==> config.mk <==
export PLATFORM = sky130hd
export DESIGN_NAME = smi_status_hub
export DESIGN_NICKNAME = d
export VERILOG_FILES = /design/src/rtl/smi_hub_pkg.sv /design/src/rtl/smi_w1c_bank.sv /design/src/rtl/smi_rc_status.sv /design/src/rtl/smi_status_hub.sv
export SDC_FILE = /design/constraint.sdc
export NUM_CORES = 1
export LEC_CHECK = 0
export CAP_MARGIN = 5
export CORE_ASPECT_RATIO = 1.1
export CORE_MARGIN = 4
export CORE_UTILIZATION = 47
export DETAILED_ROUTE_END_ITERATION = 8
export PLACE_DENSITY = 0.76
export SLEW_MARGIN = 15
export SYNTH_ARGS = -nofsm -noshare
export SYNTH_HDL_FRONTEND = slang
export SYNTH_HIERARCHICAL = 1
export SYNTH_SLANG_ARGS = --single-unit
==> constraint.sdc <==
create_clock -name clk -period 1.7 [get_ports clk]
set_clock_uncertainty 0.15 [all_clocks]
set_input_delay 0.255 -clock clk [delete_from_list [all_inputs] [get_ports clk]]
set_output_delay 0.255 -clock clk [all_outputs]
set_load 0.005 [all_outputs]
==> src/rtl/smi_hub_pkg.sv <==
package smi_hub_pkg;
  localparam int STAT_W = 16;
  localparam int ADDR_W = 4;
  // top-level bits fed by direct, enable-gated events
  localparam logic [STAT_W-1:0] EVT_MASK = 16'h7FEC;
  // top-level bits cleared by a primary read
  localparam logic [STAT_W-1:0] RC_MASK  = 16'hFFEC;
  localparam int SUM_PM_BIT  = 0;
  localparam int SUM_AUD_BIT = 1;
  localparam int SUSP_BIT    = 15;

  typedef enum logic [ADDR_W-1:0] {
    A_TOP     = 4'd0,
    A_MIRROR  = 4'd1,
    A_TOPEN   = 4'd2,
    A_PMSTAT  = 4'd3,
    A_PMEN    = 4'd4,
    A_AUDSTAT = 4'd5,
    A_AUDEN   = 4'd6,
    A_GPSTAT  = 4'd7,
    A_GPEN    = 4'd8
  } hub_addr_e;
endpackage

==> src/rtl/smi_w1c_bank.sv <==
module smi_w1c_bank #(
  parameter int W = 8,
  parameter logic [W-1:0] RO_MASK = '0
) (
  input  logic         clk,
  input  logic         rst,
  input  logic [W-1:0] set_i,
  input  logic [W-1:0] ro_i,
  input  logic         stat_we_i,
  input  logic         en_we_i,
  input  logic [W-1:0] wdata_i,
  output logic [W-1:0] stat_o,
  output logic [W-1:0] en_o,
  output logic         sum_o
);
  logic [W-1:0] en_q;

  for (genvar i = 0; i < W; i++) begin : g_bit
    if (RO_MASK[i]) begin : g_ro
      // summary of a lower level: follows it, ignores writes and events
      logic unused_set;
      assign unused_set = set_i[i];
      assign stat_o[i]  = ro_i[i];
    end else begin : g_sticky
      logic bit_q;
      logic unused_ro;
      assign unused_ro = ro_i[i];
      always_ff @(posedge clk) begin
        if (rst) bit_q <= 1'b0;
        else     bit_q <= (bit_q & ~(stat_we_i & wdata_i[i])) | set_i[i];
      end
      assign stat_o[i] = bit_q;
    end
  end

  always_ff @(posedge clk) begin
    if (rst)          en_q <= '0;
    else if (en_we_i) en_q <= wdata_i;
  end

  assign en_o  = en_q;
  assign sum_o = |(stat_o & en_q);
endmodule

==> src/rtl/smi_rc_status.sv <==
module smi_rc_status #(
  parameter int W = 16,
  parameter logic [W-1:0] KEEP = '1
) (
  input  logic         clk,
  input  logic         rst,
  input  logic [W-1:0] set_i,
  input  logic         clr_i,
  output logic [W-1:0] stat_o
);
  logic [W-1:0] stat_q;

  // a set in the clearing cycle wins
  always_ff @(posedge clk) begin
    if (rst) stat_q <= '0;
    else     stat_q <= ((clr_i ? '0 : stat_q) | set_i) & KEEP;
  end

  assign stat_o = stat_q;
endmodule

==> src/rtl/smi_status_hub.sv <==
module smi_status_hub
  import smi_hub_pkg::*;
#(
  parameter int N_PM   = 8,
  parameter int N_AUD  = 8,
  parameter int N_GPIO = 8
) (
  input  logic              clk,
  input  logic              rst,
  input  logic              rd_en_i,
  input  logic              wr_en_i,
  input  logic [ADDR_W-1:0] addr_i,
  input  logic [STAT_W-1:0] wdata_i,
  output logic [STAT_W-1:0] rd_data_o,
  input  logic [STAT_W-1:0] evt_i,
  input  logic [N_PM-1:0]   pm_evt_i,
  input  logic [N_AUD-1:0]  aud_evt_i,
  input  logic [N_GPIO-1:0] gpio_evt_i,
  input  logic              susp_cfg_i,
  output logic              smi_o
);
  localparam logic [N_PM-1:0] PM_RO = N_PM'(1);

  logic [STAT_W-1:0] top_en_q, rc_set, rc_stat, top_view, rd_mux, rd_q;
  logic [N_PM-1:0]   pm_stat, pm_en;
  logic [N_AUD-1:0]  aud_stat, aud_en;
  logic [N_GPIO-1:0] gp_stat, gp_en;
  logic              pm_sum, aud_sum, gp_sum, smi_q;
  logic              unused_hub;

  assign unused_hub = ^(evt_i & ~EVT_MASK);

  function automatic logic wr_at(input hub_addr_e a);
    return wr_en_i && (addr_i == a);
  endfunction

  always_ff @(posedge clk) begin
    if (rst)             top_en_q <= '0;
    else if (wr_at(A_TOPEN)) top_en_q <= wdata_i & EVT_MASK;
  end

  smi_w1c_bank #(.W(N_GPIO), .RO_MASK('0)) u_gp_bank (
    .clk(clk), .rst(rst), .set_i(gpio_evt_i), .ro_i('0),
    .stat_we_i(wr_at(A_GPSTAT)), .en_we_i(wr_at(A_GPEN)),
    .wdata_i(wdata_i[N_GPIO-1:0]),
    .stat_o(gp_stat), .en_o(gp_en), .sum_o(gp_sum));

  smi_w1c_bank #(.W(N_PM), .RO_MASK(PM_RO)) u_pm_bank (
    .clk(clk), .rst(rst), .set_i(pm_evt_i), .ro_i(N_PM'(gp_sum)),
    .stat_we_i(wr_at(A_PMSTAT)), .en_we_i(wr_at(A_PMEN)),
    .wdata_i(wdata_i[N_PM-1:0]),
    .stat_o(pm_stat), .en_o(pm_en), .sum_o(pm_sum));

  smi_w1c_bank #(.W(N_AUD), .RO_MASK('0)) u_aud_bank (
    .clk(clk), .rst(rst), .set_i(aud_evt_i), .ro_i('0),
    .stat_we_i(wr_at(A_AUDSTAT)), .en_we_i(wr_at(A_AUDEN)),
    .wdata_i(wdata_i[N_AUD-1:0]),
    .stat_o(aud_stat), .en_o(aud_en), .sum_o(aud_sum));

  always_comb begin
    rc_set = evt_i & top_en_q & EVT_MASK;
    rc_set[SUSP_BIT] = susp_cfg_i;
  end

  smi_rc_status #(.W(STAT_W), .KEEP(RC_MASK)) u_rc (
    .clk(clk), .rst(rst), .set_i(rc_set),
    .clr_i(rd_en_i && (addr_i == A_TOP)),
    .stat_o(rc_stat));

  always_comb begin
    top_view = rc_stat;
    top_view[SUM_PM_BIT]  = pm_sum;
    top_view[SUM_AUD_BIT] = aud_sum;
  end

  always_comb begin
    case (addr_i)
      A_TOP, A_MIRROR: rd_mux = top_view;
      A_TOPEN:         rd_mux = top_en_q;
      A_PMSTAT:        rd_mux = STAT_W'(pm_stat);
      A_PMEN:          rd_mux = STAT_W'(pm_en);
      A_AUDSTAT:       rd_mux = STAT_W'(aud_stat);
      A_AUDEN:         rd_mux = STAT_W'(aud_en);
      A_GPSTAT:        rd_mux = STAT_W'(gp_stat);
      A_GPEN:          rd_mux = STAT_W'(gp_en);
      default:         rd_mux = '0;
    endcase
  end

  always_ff @(posedge clk) begin
    if (rst) begin
      rd_q  <= '0;
      smi_q <= 1'b0;
    end else begin
      if (rd_en_i) rd_q <= rd_mux;
      smi_q <= |top_view;
    end
  end

  assign rd_data_o = rd_q;
  assign smi_o     = smi_q;
endmodule

==> impl_metrics.yaml <==
yosys:
  synth_area_per_cell_sq_um: 9.57
  ys_warn_count: 6
  synthCells: 455
  syn_area_sq_um: 4360
  syn-num-nets: 520
timing:
  finalMaxSlewViolations: 0
  max_freq_mhz: 541
  hold_viol_final: 0
  setup-violations-final: 2
  setup_ws_ns: -0.149
  fin_crit_sh: 1.09
  rsz0062_at_grt: "true"
  period_needed_ns: 1.85
  hold_ws_ns: 0.0426
  setup_tns_ns: -0.274
final_layout:
  design_area_sq_um: 5760
  area_growth_pct: 32.3
  seq_area_sq_um: 1790
  multiInputGateArea_sq_um: 2260
  fin_nets: 622
  final_layout_size_suffix_gt1_frac: 0.249
  num_antenna_cells: 0
  fill_cells: 723
floorplan:
  die_x_um: 99.8
  num_io_pins: 82
  core_area_sq_um: 8960
  die_y_um: 109
  row_count: 36
  start_util: 0.486
  fp.dieArea_sq_um: 10900
detailed_routing:
  vias: 3654
  ant_nets: 0
  post_drt_wl_per_cell_um: 16.5
  drc_errors: 0
  drt_iter0_markers: 123
  avgViaCountPerCell: 5.41
  drt_wl_total_um: 11200
  drt-pass1-iter-count: 4
setup_path:
  cp-start-kind: "flip-flop"
  worst_setup_path_end_kind: "flip-flop"
  crit_arrival_ns: 1.95
  worstPathRequired_ns: 1.80
  r2r_slack_ns: -0.15
  cp_max_fo: 2
  crit_type: "reg2reg"
placement:
  place.gp.congestion: 0.913
  port_buffers: 75
  dp_hpwl_um: 8250
  dpl_cell_area_sq_um: 5410
  dp_slack_ns: -0.488
grt:
  grt_overflow_total: 0
  grt_start_max_net_pins: 51
  track_usage: 0.212
  grt_pass1_wl_um: 18300
  grt_pass1_vias: 3743
  antenna_found_initial: 0
clock_network:
  clock_latency_ns: 0.36
  cts_sinks: 89
  cts_buffers: 9
  clk_path_buf_depth: 2
  htreeDepth: 3
  cts_tree: "built"
  hold_buffers: 0
  cts-root-buf: "clkbuf_8"
  clk_pin_slew_ns: 0.09
run_status:
  failed_checks: "setup timing"
  outcome: "complete, but fails checks"
power:
  leakagePower_nw: 2.25
  p_total_mw: 4.36
  ir_drop_mv: 0.485
  p_per_area_nw_per_um2: 757
job:
  maxCapViolCount: 0
hold_path:
  hold_class: "in2reg"
[per-stage QoR]
stage,utilization,instances
5_1_grt,0.643,676
6_report,0.643,676
4_1_cts,0.638,675
3_3_place_gp,0.604,654
2_1_floorplan,-,455
3_5_place_dp,0.604,654
[layout by cell type, fill, tap and decap left out, types with 5 or more instances in the layout]
cell type         n
nor2_1           38
mux2i_1          41
o21ai_1           5
mux2_2           10
clkdlybuf4s50_1  70
a21oi_1          25
and2_1           13
nor2b_1          14
buf_12            5
inv_1            13
a22oi_1           9
a31oi_1          10
a22o_1            9
clkbuf_8          9
o21ba_2          21
nand2_1          15
a21boi_0         23
a211oi_1          5
nand2b_1         15
buf_4            56
dfxtp_1          86
[power breakdown]
| group | switching, mW | total, mW | leakage (nW) | internal, mW |
|---|---|---|---|---|
| registers | 0.0475 | 2.19 | 0.727 | 2.14 |
| clock network | 0.755 | 1.59 | 0.114 | 0.831 |
| logic | 0.240 | 0.586 | 1.41 | 0.347 |
[flip-flops by register name, indices dropped and copies added (netlist names)]
name and count:
rd_data_o 16, u_aud_bank/g_bit.g_sticky.bit_q 8, smi_o 1, u_aud_bank/en_o 8, u_gp_bank/en_o 8, u_rc/stat_o 13, top_en_q 12, u_gp_bank/g_bit.g_sticky.bit_q 8
u_pm_bank/en_o 8, u_pm_bank/g_bit.g_sticky.bit_q 7
[worst paths after layout]
check / from / end / depth (start not counted)
max: u_gp_bank/en_o[6]$_SDFFE_PP0P_ / rd_data_o[0]$_SDFFE_PP0P_ / 7
min: rst / rd_data_o[0]$_SDFFE_PP0P_ / 2
max reg2reg: u_gp_bank/en_o[6]$_SDFFE_PP0P_ / rd_data_o[0]$_SDFFE_PP0P_ / 7
min reg2reg: rd_data_o[6]$_SDFFE_PP0P_ / rd_data_o[6]$_SDFFE_PP0P_ / 2
[repair_timing]
item,4_1_cts,5_1_grt
setup buffers,3,1
setup endpoints to repair,62,36
gates cloned,2,0
resized for setup,17,9
pin swaps,9,5
[area by class of cell]
class                   instances  area share
repair buffers                141       0.227
well taps                     114      0.0248
clock inverters                 7      0.0161
inverters                      13     0.00847
flip-flops and latches         89       0.310
clock buffers                   9      0.0215
multi-input cells             303       0.392
[per-layer routing]
layer | track usage | vias up | share of wire
met5 | 0 | - | 0
met4 | 0.0888 | 0 | 0.024
met3 | 0.0326 | 21 | 0.047
met2 | 0.373 | 91 | 0.50
met1 | 0.257 | 1734 | 0.43
li1 | - | 1808 | -
[critical path, cell delays in order, from the launching register on]
cell and delay [ns]:
dfxtp_2 0.33, a22oi_2 0.20, nand4_1 0.19, a22oi_2 0.19, nand4_1 0.16, a221oi_2 0.26, o221a_1 0.23, a211oi_2 0.04
(Power assumes the default switching activity.)
